<file path="config.mk">
export PLATFORM = sky130hd
export DESIGN_NAME = spi_xcvr
export DESIGN_NICKNAME = d
export VERILOG_FILES = /design/src/rtl/spi_xcvr_pkg.sv /design/src/rtl/spi_xcvr_baud.sv /design/src/rtl/spi_xcvr_edge.sv /design/src/rtl/spi_xcvr_core.sv /design/src/rtl/spi_xcvr.sv
export SDC_FILE = /design/constraint.sdc
export NUM_CORES = 1
export LEC_CHECK = 0
export BUFFER_PORTS_ARGS = -buffer_cell sky130_fd_sc_hd__buf_2
export CORE_MARGIN = 8
export CORE_UTILIZATION = 65
export CTS_CLUSTER_SIZE = 40
export DETAILED_ROUTE_END_ITERATION = 7
export PLACE_DENSITY = 0.95
export SLEW_MARGIN = 15
export SYNTH_ARGS = -nofsm -noshare
export SYNTH_HDL_FRONTEND = slang
export SYNTH_HIERARCHICAL = 1
export SYNTH_SLANG_ARGS = --single-unit
</file>
<file path="constraint.sdc">
create_clock -name clk_i -period 9 [get_ports clk_i]
set_input_delay 1.35 -clock clk_i [delete_from_list [all_inputs] [get_ports clk_i]]
set_output_delay 1.35 -clock clk_i [all_outputs]
set_load 0.02 [all_outputs]
</file>
<file path="src/rtl/spi_xcvr_pkg.sv">
`timescale 1ns/1ps
package spi_xcvr_pkg;
  localparam int unsigned BYTE_W  = 8;
  localparam int unsigned FRAME_W = BYTE_W + 2;

  function automatic logic [BYTE_W-1:0] flip_bits(input logic [BYTE_W-1:0] d);
    logic [BYTE_W-1:0] r;
    for (int i = 0; i < BYTE_W; i++) r[i] = d[BYTE_W-1-i];
    return r;
  endfunction

  // bit 0 of the result goes out first; unframed bytes are padded with idle ones
  function automatic logic [FRAME_W-1:0] pack_frame(input logic [BYTE_W-1:0] d,
                                                     input logic msb, input logic framed);
    logic [BYTE_W-1:0] ord;
    ord = msb ? flip_bits(d) : d;
    return framed ? {1'b1, ord, 1'b0} : {2'b11, ord};
  endfunction

  // samples enter at the top; the first sample ends at bit FRAME_W-n
  function automatic logic [BYTE_W-1:0] unpack_rx(input logic [FRAME_W-1:0] s,
                                                   input logic msb, input logic framed);
    logic [BYTE_W-1:0] ord;
    ord = framed ? s[FRAME_W-2:1] : s[FRAME_W-1:2];
    return msb ? flip_bits(ord) : ord;
  endfunction
endpackage

</file>
<file path="src/rtl/spi_xcvr_baud.sv">
`timescale 1ns/1ps
module spi_xcvr_baud #(
  parameter int unsigned DIV_W   = 16,
  parameter int unsigned DIV_MIN = 5,
  parameter int unsigned DIV_MAX = 32768
) (
  input  logic             clk_i,
  input  logic             rst_ni,
  input  logic             run_i,
  input  logic [DIV_W-1:0] div_i,
  output logic             lead_o,
  output logic             mid_o,
  output logic             second_o
);
  logic [DIV_W-1:0] div_eff, half, cnt_q;
  logic             wrap;

  always_comb begin
    if (div_i < DIV_W'(DIV_MIN))      div_eff = DIV_W'(DIV_MIN);
    else if (div_i > DIV_W'(DIV_MAX)) div_eff = DIV_W'(DIV_MAX);
    else                              div_eff = div_i;
  end

  assign half = div_eff >> 1;
  assign wrap = cnt_q >= (div_eff - DIV_W'(1));

  always_ff @(posedge clk_i or negedge rst_ni) begin
    if (!rst_ni)     cnt_q <= '0;
    else if (!run_i) cnt_q <= '0;
    else if (wrap)   cnt_q <= '0;
    else             cnt_q <= cnt_q + DIV_W'(1);
  end

  assign lead_o   = run_i & wrap;
  assign mid_o    = run_i & (cnt_q == (half - DIV_W'(1)));
  assign second_o = cnt_q >= half;
endmodule

</file>
<file path="src/rtl/spi_xcvr_edge.sv">
`timescale 1ns/1ps
module spi_xcvr_edge #(
  parameter int unsigned SYNC_N = 2
) (
  input  logic clk_i,
  input  logic rst_ni,
  input  logic lvl_i,    // clock already folded to active-high
  output logic lead_o,
  output logic trail_o
);
  logic [SYNC_N:0] st_q;

  always_ff @(posedge clk_i or negedge rst_ni) begin
    if (!rst_ni) st_q <= '0;
    else         st_q <= {st_q[SYNC_N-1:0], lvl_i};
  end

  assign lead_o  =  st_q[SYNC_N-1] & ~st_q[SYNC_N];
  assign trail_o = ~st_q[SYNC_N-1] &  st_q[SYNC_N];
endmodule

</file>
<file path="src/rtl/spi_xcvr_core.sv">
`timescale 1ns/1ps
module spi_xcvr_core
  import spi_xcvr_pkg::*;
(
  input  logic              clk_i,
  input  logic              rst_ni,
  input  logic              framed_i,
  input  logic              msb_first_i,
  input  logic              inv_i,
  input  logic              chain_i,
  input  logic              ev_start_i,
  input  logic              ev_launch_i,
  input  logic              ev_fin_i,
  input  logic              ev_sample_i,
  input  logic              ev_preload_i,
  input  logic              sdi_i,
  input  logic              tx_wr_i,
  input  logic [BYTE_W-1:0] tx_data_i,
  input  logic              rx_rd_i,
  output logic              tx_empty_o,
  output logic              busy_o,
  output logic              done_o,
  output logic              sdo_bit_o,
  output logic [BYTE_W-1:0] rx_data_o,
  output logic              rx_full_o
);
  localparam int unsigned CNT_W = $clog2(FRAME_W);

  logic [BYTE_W-1:0]  hold_q, rx_q;
  logic [FRAME_W-1:0] sr_q, rsr_q, rsr_nxt;
  logic [CNT_W-1:0]   bcnt_q;
  logic               empty_q, busy_q, own_q, rxf_q;
  logic               last, done, advance, take_hold, start_dummy, sample;

  assign last        = bcnt_q == (framed_i ? CNT_W'(FRAME_W-1) : CNT_W'(BYTE_W-1));
  assign done        = busy_q & ev_fin_i & last;
  assign advance     = busy_q & ev_launch_i & ~done;
  assign take_hold   = ~empty_q & ((chain_i & ev_launch_i & (~busy_q | done))
                                   | (ev_preload_i & ~busy_q) | ev_start_i);
  assign start_dummy = ev_start_i & empty_q;
  assign sample      = ev_sample_i & (busy_q | ev_start_i);
  assign rsr_nxt     = sample ? {sdi_i ^ inv_i, rsr_q[FRAME_W-1:1]} : rsr_q;

  always_ff @(posedge clk_i or negedge rst_ni) begin
    if (!rst_ni) begin
      hold_q  <= '0;
      empty_q <= 1'b1;
      busy_q  <= 1'b0;
      own_q   <= 1'b0;
      bcnt_q  <= '0;
      sr_q    <= '1;
      rsr_q   <= '0;
      rx_q    <= '0;
      rxf_q   <= 1'b0;
    end else begin
      if (tx_wr_i && empty_q) begin
        hold_q  <= tx_data_i;
        empty_q <= 1'b0;
      end
      if (take_hold) begin
        sr_q   <= pack_frame(hold_q, msb_first_i, framed_i);
        busy_q <= 1'b1;
        bcnt_q <= '0;
        own_q  <= 1'b1;
      end else if (start_dummy) begin
        sr_q   <= '1;
        busy_q <= 1'b1;
        bcnt_q <= '0;
        own_q  <= 1'b0;
      end else if (done) begin
        busy_q <= 1'b0;
      end else if (advance) begin
        sr_q   <= {1'b1, sr_q[FRAME_W-1:1]};
        bcnt_q <= bcnt_q + CNT_W'(1);
        // holding register frees once the first bit has left
        if (bcnt_q == '0 && own_q) begin
          empty_q <= 1'b1;
          own_q   <= 1'b0;
        end
      end
      rsr_q <= rsr_nxt;
      if (done) begin
        rx_q  <= unpack_rx(rsr_nxt, msb_first_i, framed_i);
        rxf_q <= 1'b1;
      end else if (rx_rd_i) begin
        rxf_q <= 1'b0;
      end
    end
  end

  assign tx_empty_o = empty_q;
  assign busy_o     = busy_q;
  assign done_o     = done;
  assign sdo_bit_o  = busy_q ? sr_q[0] : 1'b1;
  assign rx_data_o  = rx_q;
  assign rx_full_o  = rxf_q;
endmodule

</file>
<file path="src/rtl/spi_xcvr.sv">
`timescale 1ns/1ps
module spi_xcvr #(
  parameter int unsigned DIV_W   = 16,
  parameter int unsigned DIV_MIN = 5,
  parameter int unsigned DIV_MAX = 32768,
  parameter int unsigned SYNC_N  = 2
) (
  input  logic             clk_i,
  input  logic             rst_ni,
  input  logic             master_i,
  input  logic             cpol_i,
  input  logic             cpha_i,
  input  logic             frame_en_i,
  input  logic             cont_clk_i,
  input  logic             msb_first_i,
  input  logic             inv_i,
  input  logic [DIV_W-1:0] div_i,
  input  logic             tx_wr_i,
  input  logic [7:0]       tx_data_i,
  input  logic             rx_rd_i,
  output logic             tx_empty_o,
  output logic             tx_idle_o,
  output logic [7:0]       rx_data_o,
  output logic             rx_full_o,
  input  logic             sck_i,
  output logic             sck_o,
  output logic             sck_oe_o,
  input  logic             sdi_i,
  output logic             sdo_o
);
  logic lead_t, mid_t, second_h;
  logic lead_e, trail_e;
  logic busy, done, sdo_bit, tx_empty;
  logic ev_start, ev_launch, ev_fin, ev_sample, ev_preload;
  logic m_act;

  spi_xcvr_baud #(.DIV_W(DIV_W), .DIV_MIN(DIV_MIN), .DIV_MAX(DIV_MAX)) u_baud (
    .clk_i   (clk_i),
    .rst_ni  (rst_ni),
    .run_i   (master_i),
    .div_i   (div_i),
    .lead_o  (lead_t),
    .mid_o   (mid_t),
    .second_o(second_h)
  );

  spi_xcvr_edge #(.SYNC_N(SYNC_N)) u_edge (
    .clk_i  (clk_i),
    .rst_ni (rst_ni),
    .lvl_i  (sck_i ^ cpol_i),
    .lead_o (lead_e),
    .trail_o(trail_e)
  );

  // event map: master runs on divider ticks, slave on synchronised clock edges
  always_comb begin
    if (master_i) begin
      ev_start   = 1'b0;
      ev_launch  = lead_t;
      ev_fin     = lead_t;
      ev_sample  = mid_t;
      ev_preload = 1'b0;
    end else begin
      ev_start   = lead_e & ~busy;
      ev_launch  = cpha_i ? (lead_e & busy) : trail_e;
      ev_fin     = trail_e;
      ev_sample  = cpha_i ? trail_e : lead_e;
      ev_preload = ~cpha_i;
    end
  end

  spi_xcvr_core u_core (
    .clk_i       (clk_i),
    .rst_ni      (rst_ni),
    .framed_i    (frame_en_i),
    .msb_first_i (msb_first_i),
    .inv_i       (inv_i),
    .chain_i     (master_i),
    .ev_start_i  (ev_start),
    .ev_launch_i (ev_launch),
    .ev_fin_i    (ev_fin),
    .ev_sample_i (ev_sample),
    .ev_preload_i(ev_preload),
    .sdi_i       (sdi_i),
    .tx_wr_i     (tx_wr_i),
    .tx_data_i   (tx_data_i),
    .rx_rd_i     (rx_rd_i),
    .tx_empty_o  (tx_empty),
    .busy_o      (busy),
    .done_o      (done),
    .sdo_bit_o   (sdo_bit),
    .rx_data_o   (rx_data_o),
    .rx_full_o   (rx_full_o)
  );

  assign m_act      = (busy | cont_clk_i) & (cpha_i ? ~second_h : second_h);
  assign sck_o      = master_i ? (m_act ^ cpol_i) : cpol_i;
  assign sck_oe_o   = master_i;
  assign sdo_o      = sdo_bit ^ inv_i;
  assign tx_empty_o = tx_empty;
  assign tx_idle_o  = ~busy & tx_empty;
endmodule

</file>
==> impl_metrics.xml <==
<?xml version="1.0" encoding="UTF-8"?>
<metrics>
  <group name="grt">
    <metric name="grt_pass1_vias" unit="">4621</metric>
    <metric name="antenna_violations_before_repair" unit="">0</metric>
    <metric name="grt_first_pass_wirelength" unit="um">22400</metric>
    <metric name="global_route.usage.total" unit="">0.245</metric>
    <metric name="grt_remaining_overflow" unit="">0</metric>
    <metric name="grt_max_degree" unit="">62</metric>
  </group>
  <group name="placed_design">
    <metric name="globalplace.congestion" unit="">0.948</metric>
    <metric name="post_place_setup_slack" unit="ns">1.60</metric>
    <metric name="portBuffers" unit="">50</metric>
    <metric name="number_of_cells_in_the_design_after_placement" unit="">697</metric>
    <metric name="dp.final_hpwl" unit="um">9850</metric>
  </group>
  <group name="detailed_routing">
    <metric name="residual_drc_count" unit="">0</metric>
    <metric name="wl" unit="um">13500</metric>
    <metric name="ant_nets" unit="">0</metric>
    <metric name="drt-vias-per-instance" unit="">6.55</metric>
    <metric name="wl_met3" unit="um">977</metric>
    <metric name="drt_pre_antenna_iters" unit="">5</metric>
    <metric name="top_signal_layer_used" unit="">met4</metric>
    <metric name="first_iter_violations" unit="">425</metric>
    <metric name="routed_wire_length_per_instance" unit="um">19.0</metric>
    <metric name="route.vias.total" unit="">4673</metric>
    <metric name="m1WireLength" unit="um">5570</metric>
    <metric name="met2WireLength" unit="um">6620</metric>
  </group>
  <group name="timing">
    <metric name="postLayoutSetupSlackWorst" unit="ns">1.68</metric>
    <metric name="timing_worst_slew_pin_value" unit="ns">0.922</metric>
    <metric name="final_setup_fails" unit="">0</metric>
    <metric name="rsz0062_at_grt" unit="">no</metric>
    <metric name="worst_clock_skew" unit="ns">0.00793</metric>
    <metric name="min_period" unit="ns">7.32</metric>
    <metric name="min_period_over_period" unit="">0.813</metric>
    <metric name="final.setup.tns" unit="ns">0</metric>
    <metric name="finalMaxSlewViolations" unit="">0</metric>
    <metric name="finalHoldViolCount" unit="">0</metric>
    <metric name="timing.max_slew.rel_slack" unit="">0.385</metric>
    <metric name="maxClockFrequency" unit="MHz">137</metric>
  </group>
  <group name="cts">
    <metric name="cts_made_buffers" unit="">9</metric>
    <metric name="cts.htree.levels" unit="">3</metric>
    <metric name="cts_tree" unit="">done</metric>
    <metric name="ctsLongestPathBuffers" unit="">2</metric>
    <metric name="cts_sinks" unit="">61</metric>
    <metric name="hold_buffers" unit="">0</metric>
    <metric name="clock_latency_on_the_worst_skew_pair" unit="ns">0.35</metric>
    <metric name="postCtsResizedCells" unit="">0</metric>
    <metric name="clkSlewWorstSetupHoldPaths" unit="ns">0.06</metric>
    <metric name="clock_tree_root_driver_cell" unit="">sky130_fd_sc_hd__clkbuf_8</metric>
    <metric name="cts_post_setup_buffers_inserted" unit="">0</metric>
  </group>
  <group name="floorplanning">
    <metric name="die_w" unit="um">105</metric>
    <metric name="boundaryPins" unit="">51</metric>
    <metric name="initial_core_util" unit="">0.669</metric>
    <metric name="fp-row-count" unit="">32</metric>
    <metric name="dieArea" unit="mm2">0.0110</metric>
    <metric name="die_height" unit="um">105</metric>
    <metric name="core_region_area" unit="mm2">0.00769</metric>
  </group>
  <group name="logic_synthesis">
    <metric name="netlist_area" unit="mm2">0.00514</metric>
    <metric name="syn_inst_count" unit="">576</metric>
    <metric name="synth_top_area_cells" unit="">sky130_fd_sc_hd__dfrtp_1 25%, sky130_fd_sc_hd__ha_1 9.0%, sky130_fd_sc_hd__dfstp_2 5.1%, sky130_fd_sc_hd__nand2_1 4.0%, sky130_fd_sc_hd__mux2i_1 3.9%</metric>
    <metric name="synth_async_sr_flop_share" unit="">1.00</metric>
    <metric name="synthDistinctLibCells" unit="">72</metric>
    <metric name="syn-mean-instance-area" unit="um2">8.93</metric>
    <metric name="synth_seq_cells" unit="">61</metric>
    <metric name="synth_top_area_cell" unit="">sky130_fd_sc_hd__dfrtp_1</metric>
    <metric name="yosysWarnings" unit="">6</metric>
    <metric name="syn_nets" unit="">650</metric>
    <metric name="netlist.area_leader.share" unit="">0.248</metric>
    <metric name="synth_edf_count" unit="">0</metric>
    <metric name="synth.yosys.seq_area_share" unit="">0.299</metric>
    <metric name="synth_ff_type" unit="">sky130_fd_sc_hd__dfrtp_1</metric>
  </group>
  <group name="layout">
    <metric name="area_delta_synth_final" unit="%">8.37</metric>
    <metric name="fillers" unit="">546</metric>
    <metric name="final_layout_size_suffix_gt1_frac" unit="">0.182</metric>
    <metric name="area_of_the_multi_input_gates" unit="mm2">0.00331</metric>
    <metric name="finish.utilization" unit="">0.725</metric>
    <metric name="nets" unit="">680</metric>
    <metric name="ff_latch_area" unit="mm2">0.00154</metric>
    <metric name="layout.cells.non_filler" unit="">713</metric>
    <metric name="antennaDiodeCount" unit="">0</metric>
  </group>
  <group name="setup_path">
    <metric name="timing.setup.critical_path_class" unit="">input port to flip-flop</metric>
    <metric name="setup.worst_path.start_class" unit="">input port</metric>
    <metric name="worst_r2r_startpoint" unit="">u_baud/cnt_q[12]</metric>
    <metric name="crit_path_max_fanout" unit="">14</metric>
    <metric name="reg2reg_depth" unit="">12</metric>
    <metric name="crit_start" unit="">div_i[10]</metric>
    <metric name="timing.critical_path.arrival" unit="ns">7.58</metric>
    <metric name="crit_required" unit="ns">9.26</metric>
    <metric name="kind_of_capture_point_of_the_worst_setup_path" unit="">flip-flop</metric>
  </group>
  <group name="pwr">
    <metric name="seq_power_share" unit="">0.413</metric>
    <metric name="powerDensity" unit="mW/mm2">191</metric>
    <metric name="clkPwrFrac" unit="">0.241</metric>
    <metric name="power.combinational.fraction" unit="">0.347</metric>
    <metric name="power.leakage" unit="nW">2.53</metric>
    <metric name="p_int" unit="W">0.000680</metric>
    <metric name="netSwitchingPower" unit="W">0.000386</metric>
    <metric name="netSwitchingFraction" unit="">0.362</metric>
    <metric name="vdd.ir_drop.worst" unit="mV">0.160</metric>
  </group>
  <group name="worst_hold_path">
    <metric name="worstHoldPathCells" unit="">0</metric>
    <metric name="holdCritStartpoint" unit="">u_edge/st_q[0]</metric>
    <metric name="hold_path.class" unit="">flip-flop to flip-flop</metric>
  </group>
  <group name="job">
    <metric name="maxCapViolCount" unit="">0</metric>
  </group>
  <group name="outcome">
    <metric name="run_status" unit="">finished clean</metric>
  </group>
</metrics>
synthesized netlist by cell type, types with 4 or more instances:
cell type	instances
sky130_fd_sc_hd__nor2b_1	7
sky130_fd_sc_hd__xor2_1	21
sky130_fd_sc_hd__nor3_1	11
sky130_fd_sc_hd__or4_1	6
sky130_fd_sc_hd__nor2_1	42
sky130_fd_sc_hd__dfrtp_1	51
sky130_fd_sc_hd__o21ai_1	7
sky130_fd_sc_hd__mux2_2	10
sky130_fd_sc_hd__ha_1	37
sky130_fd_sc_hd__xnor2_1	22
sky130_fd_sc_hd__o31ai_1	4
sky130_fd_sc_hd__a32oi_1	8
sky130_fd_sc_hd__buf_4	4
sky130_fd_sc_hd__inv_1	31
sky130_fd_sc_hd__clkbuf_1	18
sky130_fd_sc_hd__buf_2	5
sky130_fd_sc_hd__a31oi_1	5
sky130_fd_sc_hd__a21o_1	16
sky130_fd_sc_hd__mux2i_1	20
sky130_fd_sc_hd__a21oi_1	20
sky130_fd_sc_hd__dfstp_2	10
sky130_fd_sc_hd__nand4_1	10
sky130_fd_sc_hd__nand3_1	26
sky130_fd_sc_hd__nand2_1	55
sky130_fd_sc_hd__mux4_1	4
sky130_fd_sc_hd__a2111oi_0	4
sky130_fd_sc_hd__buf_6	4
sky130_fd_sc_hd__nand3b_1	4
sky130_fd_sc_hd__nand2b_1	7
sky130_fd_sc_hd__o21ai_0	27
sky130_fd_sc_hd__or2_2	4
sky130_fd_sc_hd__o211ai_1	10
sky130_fd_sc_hd__nor3b_1	6
through the flow:
stage / power (W) / cell area [um2] / hold slack (ns)
6_report: 0.00107 / 5570 / 0.360
5_1_grt: 0.00112 / 5570 / 0.374
4_1_cts: 0.00106 / 5560 / 0.361
3_5_place_dp: 0.000794 / 5350 / 0.337
3_3_place_gp: 0.000766 / 5350 / 0.341
2_1_floorplan: 0.000696 / 5140 / 0.331
critical path, stage by stage:
cell	delay [ns]
sky130_fd_sc_hd__buf_2	0.14
sky130_fd_sc_hd__or4_1	0.60
sky130_fd_sc_hd__nor4b_1	0.75
sky130_fd_sc_hd__and2_1	0.27
sky130_fd_sc_hd__nand3b_1	0.20
sky130_fd_sc_hd__ha_1	0.46
sky130_fd_sc_hd__inv_1	0.23
sky130_fd_sc_hd__a21oi_1	0.23
sky130_fd_sc_hd__a31oi_1	0.11
sky130_fd_sc_hd__a221oi_1	0.23
sky130_fd_sc_hd__ha_1	0.29
sky130_fd_sc_hd__a21o_1	0.18
sky130_fd_sc_hd__a21o_1	0.17
sky130_fd_sc_hd__a21o_1	0.19
sky130_fd_sc_hd__nor4b_1	0.33
sky130_fd_sc_hd__o211a_1	0.26
sky130_fd_sc_hd__nor3b_1	0.07
sky130_fd_sc_hd__mux2_2	0.27
sky130_fd_sc_hd__nand2_1	0.16
sky130_fd_sc_hd__a21oi_1	0.21
sky130_fd_sc_hd__or4_1	0.64
sky130_fd_sc_hd__a21oi_1	0.21
flip-flops by register name, indices dropped and copies added, names as in the netlist:
| signal | count |
|---|---|
| u_core/own_q | 1 |
| u_core/sr_q | 9 |
| u_core/hold_q | 8 |
| u_baud/cnt_q | 16 |
| u_core/bcnt_q | 4 |
| u_core/rx_data_o | 8 |
| u_core/rsr_q | 9 |
| u_core/tx_empty_o | 1 |
| u_core/busy_o | 1 |
| u_edge/st_q | 3 |
| u_core/rx_full_o | 1 |
final timing paths:
path	endpoint	slack (ns)
max	u_core/bcnt_q[3]	1.68
min	u_edge/st_q[1]	0.36
max reg2reg	u_core/rx_data_o[5]	5.18
min reg2reg	u_edge/st_q[1]	0.36
max in group asynchronous	u_core/rsr_q[2]	7.35
min in group asynchronous	u_core/hold_q[2]	1.15
cells in the final DEF, fill, tap and decap left out, types with 12 or more instances in the layout:
cell                       count
sky130_fd_sc_hd__o21ai_0      27
sky130_fd_sc_hd__a21oi_1      20
sky130_fd_sc_hd__nor2_1       42
sky130_fd_sc_hd__nand3_1      26
sky130_fd_sc_hd__a21o_1       16
sky130_fd_sc_hd__ha_1         37
sky130_fd_sc_hd__xnor2_1      22
sky130_fd_sc_hd__xor2_1       21
sky130_fd_sc_hd__inv_1        31
sky130_fd_sc_hd__dfrtp_1      51
sky130_fd_sc_hd__mux2i_1      20
sky130_fd_sc_hd__nand2_1      55
sky130_fd_sc_hd__clkbuf_8     12
sky130_fd_sc_hd__buf_2        50
final cells by class:
cell class,instances,share of cell area
Clock buffer,13,0.0303
Clock inverter,3,0.00763
Inverter,32,0.0216
Multi-Input combinational cell,450,0.594
Sequential cell,61,0.276
Tap cell,102,0.0229
Timing Repair Buffer,52,0.0476
per-layer routing:
layer,global-route usage,vias to the layer above
met5,0,-
met4,0.0928,0
met3,0.0498,42
met2,0.400,220
met1,0.312,2255
li1,-,2156
power groups by stage:
stage               logic [W]  registers (W)  clock network (W)
detailed placement   0.000356       0.000438                  0
global route         0.000405       0.000448           0.000271
floorplan            0.000274       0.000422                  0
finish               0.000370       0.000440           0.000256
global placement     0.000335       0.000431                  0
CTS                  0.000363       0.000435           0.000261
kinds of logic (layout without fill, tap and decap cells):
group	Yosys count	in the layout	share of synthesized area
AO/OA/AOI/OAI	131	131	0.179
XOR/XNOR	43	43	0.0732
adder cells (fa/ha/maj)	37	37	0.0900
buffers and inverters	65	100	0.0589
flip-flops	61	61	0.299
multiplexers	36	36	0.0900
AND/OR/NAND/NOR	203	203	0.210
Power figures use the tool's default switching activity.
